`config.mk`:
```
export PLATFORM = sky130hd
export DESIGN_NAME = boundary_event_gate
export DESIGN_NICKNAME = d
export VERILOG_FILES = /design/src/rtl/evt_pkg.sv /design/src/rtl/nmi_capture.sv /design/src/rtl/prio_select.sv /design/src/rtl/io_permit.sv /design/src/rtl/resume_track.sv /design/src/rtl/boundary_event_gate.sv
export SDC_FILE = /design/constraint.sdc
export NUM_CORES = 1
export LEC_CHECK = 0
export BUFFER_PORTS_ARGS = -buffer_cell sky130_fd_sc_hd__buf_4
export CAP_MARGIN = 5
export CORE_AREA = 4 4 41 43
export CTS_CLUSTER_DIAMETER = 100
export DETAILED_ROUTE_END_ITERATION = 8
export DIE_AREA = 0 0 45 47
export PLACE_DENSITY = 0.58
export REMOVE_ABC_BUFFERS = 1
export SKIP_LAST_GASP = 1
export SLEW_MARGIN = 20
export SYNTH_ARGS = -nofsm -noshare
export SYNTH_HDL_FRONTEND = slang
export SYNTH_SLANG_ARGS = --single-unit
```
`constraint.sdc`:
```
create_clock -name clk -period 2.99 [get_ports clk]
set_input_delay 0.1495 -clock clk [delete_from_list [all_inputs] [get_ports clk]]
set_output_delay 0.1495 -clock clk [all_outputs]
set_load 0.05 [all_outputs]
```
`src/rtl/evt_pkg.sv`:
```
// Package: shared event codes and source ordering for the boundary event gate.
// Assumes: source index i in the request vector maps to event code i+1,
// so the index order is also the service rank (index 0 wins).
package evt_pkg;

    localparam int unsigned CODE_W = 3;
    localparam int unsigned N_SRC  = 5;

    typedef enum logic [CODE_W-1:0] {
        EV_NONE = 3'd0,
        EV_EXC  = 3'd1,
        EV_NMI  = 3'd2,
        EV_DBG  = 3'd3,
        EV_STEP = 3'd4,
        EV_IRQ  = 3'd5
    } ev_code_e;

    // Positions in the request vector (rank order).
    localparam int unsigned SRC_EXC  = 0;
    localparam int unsigned SRC_NMI  = 1;
    localparam int unsigned SRC_DBG  = 2;
    localparam int unsigned SRC_STEP = 3;
    localparam int unsigned SRC_IRQ  = 4;

endpackage

```
`src/rtl/nmi_capture.sv`:
```
// Module: nmi_capture
// Turns the non-maskable interrupt pin into a pending request. A rising edge
// sets the request, which stays set until the arbiter accepts it. The edge is
// visible as pending in the very cycle it occurs.
// Assumes: nmi_pin is already synchronous to clk.
module nmi_capture (
    input  logic clk,
    input  logic rst_n,
    input  logic nmi_pin,
    input  logic accept,
    output logic pending
);

    logic pin_q;
    logic held_q;
    logic edge_now;

    // Detect a low-to-high transition against the previous sample.
    assign edge_now = nmi_pin & ~pin_q;
    assign pending  = held_q | edge_now;

    // Keep the previous pin sample for edge detection.
    always_ff @(posedge clk) begin
        if (!rst_n) pin_q <= 1'b0;
        else        pin_q <= nmi_pin;
    end

    // Hold a captured edge until the arbiter takes it.
    always_ff @(posedge clk) begin
        if (!rst_n)      held_q <= 1'b0;
        else if (accept) held_q <= 1'b0;
        else             held_q <= pending;
    end

endmodule

```
`src/rtl/prio_select.sv`:
```
// Module: prio_select
// Fixed-rank selector: the lowest-index active request wins. It returns a
// one-hot grant and the matching event code (index + 1, 0 when idle).
// Assumes: N fits in the code width minus the idle value.
module prio_select #(
    parameter int unsigned N      = 5,
    parameter int unsigned CODE_W = 3
) (
    input  logic [N-1:0]      req,
    output logic [N-1:0]      gnt,
    output logic [CODE_W-1:0] code
);

    logic [N-1:0] blocked;

    assign blocked[0] = 1'b0;

    // Build the "something of higher rank is active" chain, one stage per source.
    for (genvar i = 1; i < N; i++) begin : g_chain
        assign blocked[i] = blocked[i-1] | req[i-1];
    end

    assign gnt = req & ~blocked;

    // Encode the single grant into its event code.
    always_comb begin
        code = '0;
        for (int i = 0; i < N; i++) begin
            if (gnt[i]) code = CODE_W'(i + 1);
        end
    end

endmodule

```
`src/rtl/io_permit.sv`:
```
// Module: io_permit
// Privilege compare for I/O instructions. A denied instruction raises a fault
// in the same cycle as its strobe.
// Assumes: a lower number means more privilege; both levels are unsigned.
module io_permit #(
    parameter int unsigned PL_W = 2
) (
    input  logic            io_strobe,
    input  logic [PL_W-1:0] cpl,
    input  logic [PL_W-1:0] iopl,
    output logic            fault
);

    logic allowed;

    // Allowed when the current level is no less privileged than the field.
    assign allowed = (cpl <= iopl);
    assign fault   = io_strobe & ~allowed;

endmodule

```
`src/rtl/resume_track.sv`:
```
// Module: resume_track
// Produces the next resume flag value:
//   - set on a non-debug fault (accepted exception or I/O protection fault);
//   - otherwise cleared at an instruction boundary;
//   - otherwise copied from the current flag.
// Assumes: all inputs are sampled on the same edge.
module resume_track (
    input  logic clk,
    input  logic rst_n,
    input  logic resume_in,
    input  logic boundary,
    input  logic exc_taken,
    input  logic io_fault,
    output logic resume_out
);

    // Register the updated flag according to the three rules above.
    always_ff @(posedge clk) begin
        if (!rst_n)                      resume_out <= 1'b0;
        else if (exc_taken || io_fault)  resume_out <= 1'b1;
        else if (boundary)               resume_out <= 1'b0;
        else                             resume_out <= resume_in;
    end

endmodule

```
`src/rtl/boundary_event_gate.sv`:
```
// Module: boundary_event_gate (top)
// At each retire strobe, gathers the pending events and qualifies each one with
// its flag field. It ranks them and registers one event code for the next
// cycle. It also gates I/O instructions by privilege and tracks the resume flag.
// Assumes: all inputs are synchronous to clk; reset is synchronous and
// active-low.
module boundary_event_gate #(
    parameter int unsigned PL_W = 2
) (
    input  logic             clk,
    input  logic             rst_n,
    input  logic             ie_flag,
    input  logic             trap_flag,
    input  logic             resume_flag,
    input  logic [PL_W-1:0]  iopl,
    input  logic [PL_W-1:0]  cpl,
    input  logic             irq_level,
    input  logic             nmi_pin,
    input  logic             exc_req,
    input  logic             dbg_fault,
    input  logic             retire,
    input  logic             io_strobe,
    output logic [2:0]       event_code,
    output logic             prot_fault,
    output logic             resume_out
);

    import evt_pkg::*;

    logic [N_SRC-1:0]  req;
    logic [N_SRC-1:0]  gnt;
    logic [CODE_W-1:0] sel_code;
    logic              nmi_pending;
    logic              nmi_accept;
    logic              exc_taken;

    // Qualify each source with the flag field that governs it.
    always_comb begin
        req           = '0;
        req[SRC_EXC]  = exc_req;
        req[SRC_NMI]  = nmi_pending;
        req[SRC_DBG]  = dbg_fault & ~resume_flag;
        req[SRC_STEP] = trap_flag;
        req[SRC_IRQ]  = irq_level & ie_flag;
    end

    assign nmi_accept = retire & gnt[SRC_NMI];
    assign exc_taken  = retire & gnt[SRC_EXC];

    nmi_capture u_nmi (
        .clk     (clk),
        .rst_n   (rst_n),
        .nmi_pin (nmi_pin),
        .accept  (nmi_accept),
        .pending (nmi_pending)
    );

    prio_select #(
        .N      (N_SRC),
        .CODE_W (CODE_W)
    ) u_sel (
        .req  (req),
        .gnt  (gnt),
        .code (sel_code)
    );

    io_permit #(
        .PL_W (PL_W)
    ) u_io (
        .io_strobe (io_strobe),
        .cpl       (cpl),
        .iopl      (iopl),
        .fault     (prot_fault)
    );

    resume_track u_res (
        .clk        (clk),
        .rst_n      (rst_n),
        .resume_in  (resume_flag),
        .boundary   (retire),
        .exc_taken  (exc_taken),
        .io_fault   (prot_fault),
        .resume_out (resume_out)
    );

    // Register the chosen code for one cycle after a boundary.
    always_ff @(posedge clk) begin
        if (!rst_n)      event_code <= EV_NONE;
        else if (retire) event_code <= sel_code;
        else             event_code <= EV_NONE;
    end

endmodule


```
==> impl_metrics.json <==
{
  "seq_area_frac_synth_pct": 41.38,
  "cts_post_setup_buffers_inserted": 0,
  "die_width_um": 45,
  "worst_ep_arrival_time_ns": 0.98,
  "yosys_most_used_dff": "sky130_fd_sc_hd__dfxtp_1",
  "number_of_synthesized_flops_with_an_enable_pin": 0,
  "floorplan.die_area_sq_mm": 0.002115,
  "total_leakage_power_nw": 0.2347,
  "portBuffers": 19,
  "netlist_top_cells_count": "sky130_fd_sc_hd__dfxtp_1 (6), sky130_fd_sc_hd__inv_1 (5), sky130_fd_sc_hd__a21oi_1 (4), sky130_fd_sc_hd__nand2_1 (4), sky130_fd_sc_hd__ha_1 (2)",
  "vdd_drop_max_mv": 0.1578,
  "rows": 13,
  "path_class": "in2out",
  "hold_start": "exc_req",
  "worst_skew_pair.late_latency_ns": 0.25,
  "floorplan.io_pins": 20,
  "global_route.overflow_total": 0,
  "synth_area_leaders": "sky130_fd_sc_hd__dfxtp_1 (41%), sky130_fd_sc_hd__ha_1 (8.6%), sky130_fd_sc_hd__a21oi_1 (6.9%)",
  "syn-mean-instance-area_sq_um": 8.538,
  "worst_r2r_endpoint": "event_code[2]$_SDFF_PN0_",
  "ff2ff_path_depth": 3,
  "wirelength_um": 664,
  "worst_setup_hold_path_clk_slew_ns": 0.05,
  "gr-usage-all-layers_pct": 7.199,
  "ctsResizeCount": 0,
  "place.detailed.instances": 68,
  "cts_root_buf": "sky130_fd_sc_hd__clkbuf_4",
  "power_density_mw_per_mm2": 463.0,
  "layout_overhead_on_the_synthesized_area_pct": 63.36,
  "multi_input_area_sq_um": 151.4,
  "unrepaired_setup_endpoints_after_global_routing": "no",
  "finalHoldViolCount": 0,
  "starting_utilization_of_the_core_area_pct": 22.31,
  "dpl-instance-area_sq_um": 451.7,
  "post-route-period-util_pct": 37.89,
  "timing.final.crit_period_ns": 1.133,
  "core_area_sq_mm": 0.001301,
  "synth_warn": 0,
  "first_global_vias": 294,
  "drc_violations_left": 0,
  "numCtsBuffers": 3,
  "hold_class": "in2reg",
  "max_cap_viol_count": 0,
  "final-max-slew-violation-count": 0,
  "place.gp.congestion": 0.7656,
  "insertedDiodeCount": 0,
  "layout.core_utilization_pct": 36.44,
  "netlist_instances": 34,
  "hold_ep": "event_code[2]$_SDFF_PN0_",
  "vias": 310,
  "tritoncts_clock_tree": "done",
  "whs_path_depth": 2,
  "final_net_count": 75,
  "setup_viol_count_final": 0,
  "timing.max_slew.rel_slack_pct": 83.12,
  "worstReg2RegStart": "u_nmi.pin_q$_SDFF_PN0_",
  "regToRegSetupSlack_ns": 1.93,
  "post-route-cell-area_sq_um": 474.2,
  "grt_max_degree": 6,
  "netlist-cell-type-count": 18,
  "number_of_fill_cells_in_the_layout": 148,
  "cts.path.max_buffers": 2,
  "register_area_sq_um": 120.1,
  "clock_sinks": 6,
  "critical_path.endpoint_type": "output pin",
  "synth_largest_area_cell": "sky130_fd_sc_hd__dfxtp_1",
  "actual_transition_at_the_worst_max_transition_pin_ns": 0.2516,
  "final_tns_setup_ns": 0,
  "postSynthRegisterBits": 6,
  "peak_fanout_along_the_critical_path": 2,
  "layoutNonFillerInstCount": 71,
  "cp.required_ns": 2.84,
  "synth.most_common_cell": "sky130_fd_sc_hd__dfxtp_1",
  "route.detailed.vias_per_inst": 4.366,
  "antenna_found_initial": 0,
  "detailedRoute.firstPassIterationCount": 3,
  "post_drt_wl_per_cell_um": 9.352,
  "run_status": "complete, no violations",
  "synth.cell_area_sq_um": 290.3,
  "final_layout_size_suffix_gt1_share_pct": 42.86,
  "hold_buffers": 0,
  "ant_nets": 0,
  "final.setup_skew_ns": 0.008038,
  "hold-worst-slack_ns": 0.09533,
  "cts_max_level": 1,
  "die_height_um": 47,
  "startpoint_type": "primary input",
  "fraction_of_synthesized_cell_area_taken_by_the_top_area_cell_type_pct": 41.38,
  "max_fclk_mhz": 882.6,
  "post_synth_arst_share_pct": 0,
  "drtIter0Drc": 5,
  "detailed_place_hpwl_um": 592.1,
  "grt_pass1_wl_um": 1090
}
## flip-flops by register name, summed over array words and instances, names as in the netlist
signal,count
u_nmi.held_q,1
u_res.resume_out,1
event_code,3
u_nmi.pin_q,1
## worst max path at each step
stage                 start    endpoint  slack [ns]  depth (start not counted)
detailed placement  iopl[1]  prot_fault        1.86                          7
global placement    iopl[1]  prot_fault        1.85                          7
global route        iopl[1]  prot_fault        1.78                          7
floorplan           iopl[1]  prot_fault        1.60                          5
finish              iopl[1]  prot_fault        1.86                          7
CTS                 iopl[1]  prot_fault        1.85                          7
## cell families after synthesis
logic type / count (synthesis) / share of synthesized area (%)
compound gates: 7 / 14.22
fa+ha+maj: 2 / 8.619
buf+inv: 5 / 6.466
flops: 6 / 41.38
simple gates: 14 / 29.31
## power breakdown
part | switching (W) | leakage, nW | internal [W]
clock | 0.0000319 | 0.0138 | 0.0000456
combinational | 0.0000305 | 0.171 | 0.0000256
sequential | 0.00000121 | 0.0495 | 0.0000847
## layer usage
layer	vias up	routed length, um	global-route usage [%]
met4	0	15	7.018
met1	131	256	8.219
met3	2	50	1.149
li1	161	-	-
met2	16	341	11.30
met5	-	0	0
## worst max-delay path, stage by stage
cell	delay [ns]
sky130_fd_sc_hd__buf_4	0.08
sky130_fd_sc_hd__inv_1	0.03
sky130_fd_sc_hd__ha_1	0.30
sky130_fd_sc_hd__nand2_1	0.08
sky130_fd_sc_hd__nand2_1	0.05
sky130_fd_sc_hd__nor2_1	0.10
sky130_fd_sc_hd__buf_4	0.20
## through the flow
| stage | setup WS (ns) | power, W |
|---|---|---|
| global placement | 1.852 | 0.0001438 |
| floorplan | 1.596 | 0.0001182 |
| detailed placement | 1.860 | 0.0001447 |
| global route | 1.780 | 0.0002316 |
| finish | 1.857 | 0.0002195 |
| CTS | 1.846 | 0.0002236 |
## cells in the final DEF (no fill, tap or decap), drive strengths merged
cell    count
nor2        1
dfxtp       6
ha          2
nand2       4
buf        19
a311oi      1
o21ai       1
or3b        1
clkbuf      3
and2        1
nand2b      2
nor3        1
nand3       1
nor4        1
a21oi       4
inv         5
o211ai      1
nor2b       1
nor3b       1
## cell type report
| cell class | count | area share [%] |
|---|---|---|
| inverter | 5 | 3.958 |
| sequential | 6 | 25.33 |
| timing repair buffer | 19 | 30.08 |
| clock buffer | 3 | 4.749 |
| multi-input combinational | 23 | 31.93 |
| tap | 15 | 3.958 |
Power figures use the tool's default switching activity.
